===== config.mk =====
export PLATFORM = sky130hd
export DESIGN_NAME = cic_decimator
export DESIGN_NICKNAME = d
export VERILOG_FILES = /design/src/rtl/cic_pkg.sv /design/src/rtl/cic_integrators.sv /design/src/rtl/cic_combs.sv /design/src/rtl/cic_rate_ctrl.sv /design/src/rtl/cic_decimator.sv
export SDC_FILE = /design/constraint.sdc
export NUM_CORES = 2
export LEC_CHECK = 0
export ABC_AREA = 1
export CORE_UTILIZATION = 40
export DETAILED_ROUTE_END_ITERATION = 8
export DONT_BUFFER_PORTS = 1
export GPL_ROUTABILITY_DRIVEN = 0
export PLACE_DENSITY = 0.57
export SLEW_MARGIN = 20
export SYNTH_ARGS = -nofsm -noshare
export SYNTH_HDL_FRONTEND = slang
export SYNTH_HIERARCHICAL = 1
export SYNTH_SLANG_ARGS = --single-unit

===== constraint.sdc =====
create_clock -name clk_i -period 22.1 [get_ports clk_i]
set_input_delay 3.315 -clock clk_i [delete_from_list [all_inputs] [get_ports clk_i]]
set_output_delay 3.315 -clock clk_i [all_outputs]
set_load 0.01 [all_outputs]

===== src/rtl/cic_pkg.sv =====
package cic_pkg;
  // smallest s with 2**s >= r**stages
  function automatic int unsigned gain_shift(input int unsigned r, input int unsigned stages);
    logic [63:0] g;
    int unsigned s;
    g = 64'd1;
    for (int i = 0; i < 8; i++)
      if (i < int'(stages)) g = g * 64'(r);
    s = 0;
    for (int b = 0; b < 63; b++)
      if ((64'd1 << b) < g) s = b + 1;
    return s;
  endfunction
endpackage


===== src/rtl/cic_integrators.sv =====
module cic_integrators #(
  parameter int N_STAGES = 3,
  parameter int IN_W     = 16,
  parameter int ACC_W    = 52
) (
  input  logic                    clk_i,
  input  logic                    rst_ni,
  input  logic                    clr_i,
  input  logic                    en_i,
  input  logic signed [IN_W-1:0]  din_i,
  output logic [ACC_W-1:0]        dout_o
);
  logic [ACC_W-1:0] din_ext;
  logic [ACC_W-1:0] sum [N_STAGES];

  assign din_ext = {{(ACC_W-IN_W){din_i[IN_W-1]}}, din_i};

  for (genvar g = 0; g < N_STAGES; g++) begin : g_stage
    logic [ACC_W-1:0] acc_q;
    logic [ACC_W-1:0] prev;
    if (g == 0) begin : g_first
      assign prev = din_ext;
    end else begin : g_rest
      assign prev = sum[g-1];
    end
    assign sum[g] = acc_q + prev;

    always_ff @(posedge clk_i or negedge rst_ni) begin
      if (!rst_ni)    acc_q <= '0;
      else if (clr_i) acc_q <= '0;
      else if (en_i)  acc_q <= sum[g];
    end
  end

  assign dout_o = sum[N_STAGES-1];

  assert_idle_hold_R9: assert property (@(posedge clk_i) disable iff (!rst_ni)
    (!en_i && !clr_i) |=> $stable(g_stage[0].acc_q));
endmodule


===== src/rtl/cic_combs.sv =====
module cic_combs #(
  parameter int N_STAGES = 3,
  parameter int ACC_W    = 52
) (
  input  logic             clk_i,
  input  logic             rst_ni,
  input  logic             clr_i,
  input  logic             en_i,
  input  logic [ACC_W-1:0] din_i,
  output logic [ACC_W-1:0] dout_o
);
  logic [ACC_W-1:0] diff [N_STAGES];

  for (genvar g = 0; g < N_STAGES; g++) begin : g_stage
    logic [ACC_W-1:0] dly_q;
    logic [ACC_W-1:0] stage_in;
    if (g == 0) begin : g_first
      assign stage_in = din_i;
    end else begin : g_rest
      assign stage_in = diff[g-1];
    end
    assign diff[g] = stage_in - dly_q;

    always_ff @(posedge clk_i or negedge rst_ni) begin
      if (!rst_ni)    dly_q <= '0;
      else if (clr_i) dly_q <= '0;
      else if (en_i)  dly_q <= stage_in;
    end
  end

  assign dout_o = diff[N_STAGES-1];

  assert_comb_hold_R3: assert property (@(posedge clk_i) disable iff (!rst_ni)
    (!en_i && !clr_i) |=> $stable(g_stage[0].dly_q));
endmodule


===== src/rtl/cic_rate_ctrl.sv =====
module cic_rate_ctrl
  import cic_pkg::*;
#(
  parameter int N_STAGES = 3,
  parameter int R_MIN    = 3,
  parameter int R_MAX    = 4096,
  parameter int RATIO_W  = 13,
  parameter int SH_W     = 6
) (
  input  logic               clk_i,
  input  logic               rst_ni,
  input  logic               srst_i,
  input  logic               in_valid_i,
  input  logic [RATIO_W-1:0] ratio_i,
  output logic [SH_W-1:0]    shift_o,
  output logic               boundary_o,
  output logic               reload_o,
  output logic               emit_o
);
  localparam logic [RATIO_W-1:0] RMIN_V = RATIO_W'(R_MIN);
  localparam logic [RATIO_W-1:0] RMAX_V = RATIO_W'(R_MAX);

  logic [RATIO_W-1:0] ratio_q, cnt_q, ratio_req;
  logic [SH_W-1:0]    shift_q;
  logic               change;

  always_comb begin
    if (ratio_i < RMIN_V)      ratio_req = RMIN_V;
    else if (ratio_i > RMAX_V) ratio_req = RMAX_V;
    else                       ratio_req = ratio_i;
  end

  assign boundary_o = in_valid_i && !srst_i && (cnt_q == ratio_q - 1'b1);
  assign change     = ratio_req != ratio_q;
  assign reload_o   = srst_i || (boundary_o && change);
  assign emit_o     = boundary_o && !change;
  assign shift_o    = shift_q;

  always_ff @(posedge clk_i or negedge rst_ni) begin
    if (!rst_ni) begin
      ratio_q <= RMIN_V;
      shift_q <= SH_W'(gain_shift(R_MIN, N_STAGES));
      cnt_q   <= '0;
    end else if (reload_o) begin
      ratio_q <= ratio_req;
      shift_q <= SH_W'(gain_shift(int'(ratio_req), N_STAGES));
      cnt_q   <= '0;
    end else if (boundary_o) begin
      cnt_q <= '0;
    end else if (in_valid_i) begin
      cnt_q <= cnt_q + 1'b1;
    end
  end

  assert_ratio_range_R5: assert property (@(posedge clk_i) disable iff (!rst_ni)
    (ratio_q >= RMIN_V) && (ratio_q <= RMAX_V));
  assert_count_bound_R2: assert property (@(posedge clk_i) disable iff (!rst_ni)
    cnt_q < ratio_q);
  assert_ratio_hold_R6: assert property (@(posedge clk_i) disable iff (!rst_ni)
    (ratio_q != $past(ratio_q)) |-> $past(srst_i || boundary_o));
endmodule


===== src/rtl/cic_decimator.sv =====
module cic_decimator
  import cic_pkg::*;
#(
  parameter int N_STAGES = 3,
  parameter int IN_W     = 16,
  parameter int OUT_W    = 16,
  parameter int R_MIN    = 3,
  parameter int R_MAX    = 4096,
  localparam int RATIO_W = $clog2(R_MAX + 1),
  localparam int ACC_W   = IN_W + N_STAGES * $clog2(R_MAX),
  localparam int SH_W    = $clog2(N_STAGES * $clog2(R_MAX) + 1)
) (
  input  logic                    clk_i,
  input  logic                    rst_ni,
  input  logic                    srst_i,
  input  logic [RATIO_W-1:0]      ratio_i,
  input  logic                    in_valid_i,
  input  logic signed [IN_W-1:0]  in_data_i,
  output logic                    out_valid_o,
  output logic signed [OUT_W-1:0] out_data_o
);
  logic [SH_W-1:0]         shift;
  logic                    boundary, reload, emit, clr;
  logic [ACC_W-1:0]        integ_out, comb_out;
  logic signed [ACC_W-1:0] scaled;

  cic_rate_ctrl #(
    .N_STAGES(N_STAGES), .R_MIN(R_MIN), .R_MAX(R_MAX),
    .RATIO_W(RATIO_W), .SH_W(SH_W)
  ) u_ctrl (
    .clk_i(clk_i), .rst_ni(rst_ni), .srst_i(srst_i), .in_valid_i(in_valid_i),
    .ratio_i(ratio_i), .shift_o(shift), .boundary_o(boundary),
    .reload_o(reload), .emit_o(emit)
  );

  assign clr = reload;

  cic_integrators #(.N_STAGES(N_STAGES), .IN_W(IN_W), .ACC_W(ACC_W)) u_integ (
    .clk_i(clk_i), .rst_ni(rst_ni), .clr_i(clr), .en_i(in_valid_i),
    .din_i(in_data_i), .dout_o(integ_out)
  );

  cic_combs #(.N_STAGES(N_STAGES), .ACC_W(ACC_W)) u_comb (
    .clk_i(clk_i), .rst_ni(rst_ni), .clr_i(clr), .en_i(emit),
    .din_i(integ_out), .dout_o(comb_out)
  );

  assign scaled = $signed(comb_out) >>> shift;

  always_ff @(posedge clk_i or negedge rst_ni) begin
    if (!rst_ni) begin
      out_valid_o <= 1'b0;
      out_data_o  <= '0;
    end else begin
      out_valid_o <= emit;
      if (emit) out_data_o <= scaled[OUT_W-1:0];
    end
  end

  assert_single_pulse_R2: assert property (@(posedge clk_i) disable iff (!rst_ni)
    out_valid_o |=> !out_valid_o);
  assert_valid_source_R2: assert property (@(posedge clk_i) disable iff (!rst_ni)
    out_valid_o |-> $past(in_valid_i && !srst_i));
  assert_srst_quiet_R7: assert property (@(posedge clk_i) disable iff (!rst_ni)
    srst_i |=> !out_valid_o);
  assert_hold_data_R4: assert property (@(posedge clk_i) disable iff (!rst_ni)
    !out_valid_o |-> $stable(out_data_o));
endmodule


* After elaboration in Yosys (flattened, before gate mapping) *
Cells that the tools add are included.

word-level totals
  bits in registers = 361
  input bits = 33
  output and inout port bits = 17

cells by class
  $add $sub $neg = 8
  multiply operators = 2
  $lt $le $gt $ge = 65
  equal/unequal tests = 2
  shift operators = 1
  mux-type cells = 83
  reduce and logical (&&, ||, !) cells = 10

operator list
  cell                    number
  $mux W52                12
  $mux W6                 32
  $mux W64                3
  $add A52 B52 Y52        3
  $sub A52 B52 Y52        3
  $mul A64 B13 Y64        2
  $mux W5                 16
  $mux W13                5
  $lt A1 B64 Y1 const A   1
  $lt A10 B64 Y1 const A  1
  $lt A11 B64 Y1 const A  1
  $lt A12 B64 Y1 const A  1
  $lt A13 B64 Y1 const A  1
  $lt A14 B64 Y1 const A  1
  $lt A15 B64 Y1 const A  1
  $lt A16 B64 Y1 const A  1
  $lt A17 B64 Y1 const A  1
  $lt A18 B64 Y1 const A  1
  $lt A19 B64 Y1 const A  1
  $lt A2 B64 Y1 const A   1
  $lt A20 B64 Y1 const A  1
  $lt A21 B64 Y1 const A  1
  $lt A22 B64 Y1 const A  1
  $lt A23 B64 Y1 const A  1
  other kinds (63)        79

* Logic depth before layout (Yosys ltp) *
  word-level depth = 75
  depth in mapped cells = 102
  gate-level depth less buffers = 101

* Hierarchy *
The synthesis kept the hierarchy.

modules (own cells, without submodules)
  module           times used  cells each  area an instance (µm²)  seq. area each (µm²)
  cic_rate_ctrl    1           2764        19706.4                 805.8
  cic_combs        1           2425        16115.5                 3903.7
  cic_integrators  1           2192        15553.7                 3903.7
  cic_decimator    1           666         3349.5                  425.4

* Worst setup path after synthesis *
OpenSTA, ideal clock, no wires.

  path kind = input to register
  start = in ratio_i[9]
  end = reg u_ctrl.shift_q[0] (netlist: u_ctrl/shift_o[0])
  arrival = 16.017 ns
  data required time = 22.032 ns
  slack = 6.015 ns
  stages on the path = 93
  cells stage by stage = buf_2 nor4_2 nand4_1 nand2_1 inv_2 nor2_1 clkbuf_1 buf_1 nand2_1 fa_1 fa_1 inv_1 fa_1 fa_1 inv_1 fa_1 inv_1 ha_1 [57 not listed] nand2_1 nand2_1 nand2_1 nand2_1 nand2_1 nand2_1 nand2_1 nand2_1 nand2_1 nand2_1 nand2_1 nand2_1 nand2_1 nand2_1 nand2_1 nand2_1 nand2_1 a21oi_2

between the ends
  word-level cells in the longest chain between the ends = 72

ends and longest elaborated chain
  what                     line                 text
  start, declared          cic_decimator.sv:16  input logic [RATIO_W-1:0] ratio_i,
  $gt A13 B13 Y1           cic_rate_ctrl.sv:29  else if (ratio_i > RMAX_V) ratio_req = RMAX_V;
  $mux W13                 cic_rate_ctrl.sv:29
  $mux W13 *               cic_rate_ctrl.sv:28  if (ratio_i < RMIN_V) ratio_req = RMIN_V;
  via u_ctrl.ratio_req[7]  cic_rate_ctrl.sv:23  logic [RATIO_W-1:0] ratio_q, cnt_q, ratio_req;
  $mux W64                 cic_rate_ctrl.sv:44  end else if (reload_o) begin
  $mul A64 B13 Y64         cic_pkg.sv:8         if (i < int'(stages)) g = g * 64'(r);
  $mux W64                 cic_rate_ctrl.sv:44
  $mul A64 B13 Y64         cic_pkg.sv:8
  $mux W64                 cic_rate_ctrl.sv:44
  $lt A1 B64 Y1            cic_pkg.sv:11        if ((64'd1 << b) < g) s = b + 1;
  $mux W1                  cic_pkg.sv:11
  $mux W2 (2 in a row)     cic_pkg.sv:11
  $mux W3 (4 in a row)     cic_pkg.sv:11
  $mux W4 (8 in a row)     cic_pkg.sv:11
  $mux W5 (16 in a row)    cic_pkg.sv:11
  $mux W6 (32 in a row)    cic_pkg.sv:11
  end signal, assigned     cic_rate_ctrl.sv:42  shift_q <= SH_W'(gain_shift(R_MIN, N_STAGES));
  end signal, assigned     cic_rate_ctrl.sv:46  shift_q <= SH_W'(gain_shift(int'(ratio_req), N_STAGES));
  end, declared            cic_rate_ctrl.sv:24  logic [SH_W-1:0] shift_q;

The timed path passes the listed nets; every way through them passes the cells marked *. The select of a mux whose other input is x is not followed.
A chain may end at the register's enable or synchronous reset.

* Final worst setup path *
  start = in ratio_i[4]
  end = reg u_ctrl.shift_q[0] (netlist: u_ctrl/shift_o[0])

between the ends
  word-level cells in the longest chain between the ends = 72

ends and longest elaborated chain
  what                   line
  $gt A13 B13 Y1         cic_rate_ctrl.sv:29
  $mux W13               cic_rate_ctrl.sv:29
  $mux W13 *             cic_rate_ctrl.sv:28
  $mux W64               cic_rate_ctrl.sv:44
  $mul A64 B13 Y64       cic_pkg.sv:8
  $mux W64               cic_rate_ctrl.sv:44
  $mul A64 B13 Y64       cic_pkg.sv:8
  $mux W64               cic_rate_ctrl.sv:44
  $lt A1 B64 Y1          cic_pkg.sv:11
  $mux W1                cic_pkg.sv:11
  $mux W2 (2 in a row)   cic_pkg.sv:11
  $mux W3 (4 in a row)   cic_pkg.sv:11
  $mux W4 (8 in a row)   cic_pkg.sv:11
  $mux W5 (16 in a row)  cic_pkg.sv:11
  $mux W6 (32 in a row)  cic_pkg.sv:11

Every way passes the cells marked *; elsewhere a longest branch is shown, timed or not. The select of a mux whose other input is x is not followed.

==> Flow_metrics.wiki <==
{| class="wikitable"
! Metric !! Value
|-
| Wire length of the first global-routing pass || 274300 microns
|-
| Slowest cell delay on critical path || 0.71 ns
|-
| Type of destination of the critical path || flip-flop
|-
| Fin crit period || 17.49 ns
|-
| Cell depth of the worst setup path || 89
|-
| Count of inserted antenna diode cells || 0
|-
| Total Negative Setup Slacks || 0 ns
|-
| Number of I/O pins || 50
|-
| Max-cap violations || 0
|-
| Layout cells sized above 1 || 0.04813
|-
| Post-DRT Antenna Nets || 0
|-
| Area growth from synthesis to final layout || 6.500%
|-
| Predominant post-synthesis flop cell || dfrtp_1
|-
| Starting utilization of the core area || 0.4035
|-
| Most frequent cells in the layout || 1953 x nand2_1, 1410 x inv_1, 767 x nor2_1
|-
| Post-DR vias/cell || 5.245
|-
| Total gr overflow || 0
|-
| DRC violations left || 0
|-
| Fraction of synthesis flops using an asynchronous set or reset pin || 1.000
|-
| Cell seen most often among critical-path stages || nand2_1
|-
| Largest buffer count on any clock path || 3
|-
| Met2 Use GR || 0.4103
|-
| Final net count || 8893
|-
| Overall global routing resource usage || 0.2473
|-
| DRT Pass-1 Iters || 6
|-
| Actual slew at the worst max-slew pin || 1.152 ns
|-
| Width of the die || 371.9 microns
|-
| Final Slew Violations || 0
|-
| Root buffer cell || clkbuf_16
|-
| CP Launch Type || input port
|-
| Busiest grt layer || met2
|-
| Category of the most critical setup path || in2reg
|-
| Count of distinct cell types in the synthesized netlist || 83
|-
| Critical path arrival || 18.10 ns
|-
| Clock slew seen by the registers of the worst setup and hold paths || 0.06 ns
|-
| Die footprint || 138300 sq um
|-
| Hold_buf cts || 0
|-
| Number of warnings printed during yosys synthesis || 6
|-
| Worst-case reg-to-reg path depth || 62
|-
| Htree depth || 2
|-
| GR met1 Demand/Resource || 0.3399
|-
| Count of flip-flops with a built-in enable after synthesis || 0
|-
| Core Area || 135600 sq um
|-
| Average routed wire per standard cell || 17.29 microns
|-
| Cell taking the most area after synthesis || dfrtp_1
|-
| Cell family with the largest share of critical-path delay || adder cells
|-
| Top cells by area in the synthesized netlist || dfrtp_1 16%, fa_1 14%, nand2_1 13%, ha_1 11%, inv_1 9.7%
|-
| Synthesis-stage register bit count || 361
|-
| Aggregate routed wire length || 169800 microns
|-
| Type of the tightest min-delay check || reg2reg
|-
| Number of instances resized during post-cts repair || 0
|-
| Clock Latency Late Sink || 0.67 ns
|-
| Clock Sink Count || 361
|-
| CP required || 22.71 ns
|-
| Maximum number of pins on one net before global-route repair || 362
|-
| Number of instances in the synthesized netlist || 8047
|-
| Cell area after synthesis || 54720 sq um
|-
| Met3 Usage GRT || 0.02514
|-
| Sequential fraction of the synthesis area || 0.1652
|-
| Clock tree from TritonCTS || built
|-
| Setup repair after global routing missed its margin || false
|-
| Area post-placement || 56620 sq um
|-
| DRC marker count from the first detailed-route iteration || 3916
|-
| Number of buffers created by CTS || 49
|-
| Peak Freq || 57.19 MHz
|-
| Vias after detailed routing || 51510
|-
| Number of instances on the worst hold path || 2
|-
| Standard-cell row count || 135
|-
| Input/output buffers || 0
|-
| Worst-path maximum fanout || 22
|-
| Detailed placer's ending HPWL || 137400 microns
|-
| Buffers inserted by post-CTS timing repair || 0
|-
| Skew final || 0.05457 ns
|-
| Remaining max-slew budget at the tightest pin || 0.2321
|-
| Slowest-stage cell, CP || clkinv_1
|-
| Design Area, Final || 58280 sq um
|-
| Number of antenna violations at the first check in global routing || 0
|-
| Setup slack on the worst flop-to-flop path || 8.97 ns
|-
| Share of the synthesized area in the top cell type || 0.1632
|-
| Final hold violations || 0
|-
| Share of the clock period used by the worst path || 0.7912
|-
| Total buffers and inverters traversed by the critical path || 16
|-
| Result of the run || completed
|-
| Finish-stage setup viols || 0
|-
| Via count of the first global-routing pass || 50570
|-
| Die height || 371.9 microns
|-
| Synthesized area per cell || 6.801 sq um
|-
| Most common library cell in the layout ignoring fill and taps || nand2_1
|}
-- per-layer routing --
layer	wire length [microns]	part of all wire	up-vias
met5	0	0	-
met4	4779	0.028	0
met3	8611	0.051	238
met2	77840	0.46	1369
met1	78600	0.46	24430
li1	-	-	25480
-- final cells by class --
| cell class | count | area [sq um] |
|---|---|---|
| clock buffers | 67 | 1394 |
| clock inverters | 22 | 271.5 |
| fillers | 14300 | 77350 |
| inverters | 1484 | 5579 |
| multi-input cells | 6078 | 39550 |
| flip-flops and latches | 361 | 9039 |
| well taps | 1781 | 2228 |
| repair buffers | 28 | 222.7 |
-- tightest hold or removal path: stages (launching register included) --
cell and delay [ns]:
dfrtp_1 0.34, nand2_1 0.05, nand2_1 0.06
-- path summary, 6_finish.rpt --
kind | end | from
max | u_ctrl/shift_o[0] | ratio_i[4]
min | u_integ/g_stage[2].acc_q[39] | u_integ/g_stage[2].acc_q[39]
max reg2reg | out_data_o[3] | u_integ/g_stage[0].acc_q[0]
min reg2reg | u_integ/g_stage[2].acc_q[39] | u_integ/g_stage[2].acc_q[39]
max in group asynchronous | u_integ/g_stage[1].acc_q[19] | rst_ni
min in group asynchronous | u_comb/g_stage[0].dly_q[44] | rst_ni
-- through the flow --
step           cells  setup WS (ns)  utilization  hold slack [ns]
3_5_place_dp    9732          4.054       0.4174           0.4759
2_1_floorplan   8082          6.015            -           0.4478
3_3_place_gp    9732          4.149       0.4174           0.4686
6_report        9821          4.614       0.4297           0.4845
4_1_cts         9821          4.741       0.4297           0.4893
5_1_grt         9821          3.494       0.4297           0.5077
-- logic make-up (layout without fill, tap and decap cells) --
logic type / count (synthesis) / after routing / synth area share
other: 2 / 37 / 0.0001372
buffers and inverters: 1643 / 1601 / 0.1152
and+or+nand+nor: 3517 / 3517 / 0.2706
xor gates and xnor gates: 329 / 329 / 0.05361
adders and majority gates: 858 / 858 / 0.2480
AOI/OAI and AO/OA: 1337 / 1337 / 0.1473
DFF: 361 / 361 / 0.1652
-- registers in the layout, summed over array words and instances (netlist names) --
register	flops
out_data_o	16
out_valid_o	1
u_comb/g_stage.dly_q	156
u_ctrl/cnt_q	13
u_ctrl/ratio_q	13
u_ctrl/shift_o	6
u_integ/g_stage.acc_q	156
-- synthesized netlist by cell type (7+ instances only) --
cell and n:
buf_4 9, a31oi_1 62, nor4_1 20, nand2_1 1953
buf_1 16, a22o_1 99, nand3_2 16, o21ai_0 383
inv_1 1411, inv_2 48, a21oi_2 28, a211oi_1 10
fa_1 378, nand3_1 456, nor2_1 774, ha_1 480
dfrtp_1 357, and2_1 21, nor2_4 9, or2_2 11
o31ai_1 7, a21boi_0 13, o21ai_1 62, buf_2 27
clkinv_1 23, nand2_2 44, a21oi_1 446, nand4_1 43
xor2_1 231, o22ai_1 29, clkbuf_1 98, nor3_2 18
a21o_1 47, o21ai_2 15, and3_1 10, nor2_2 29
nor3_1 67, o211ai_1 17, o21bai_1 44, xnor2_1 91
or2_1 14, o21a_1 23, buf_6 8, nand3b_1 13
Power is not shown: default switching activity piles up to over one toggle a cycle in this logic, so the estimate is an artifact.
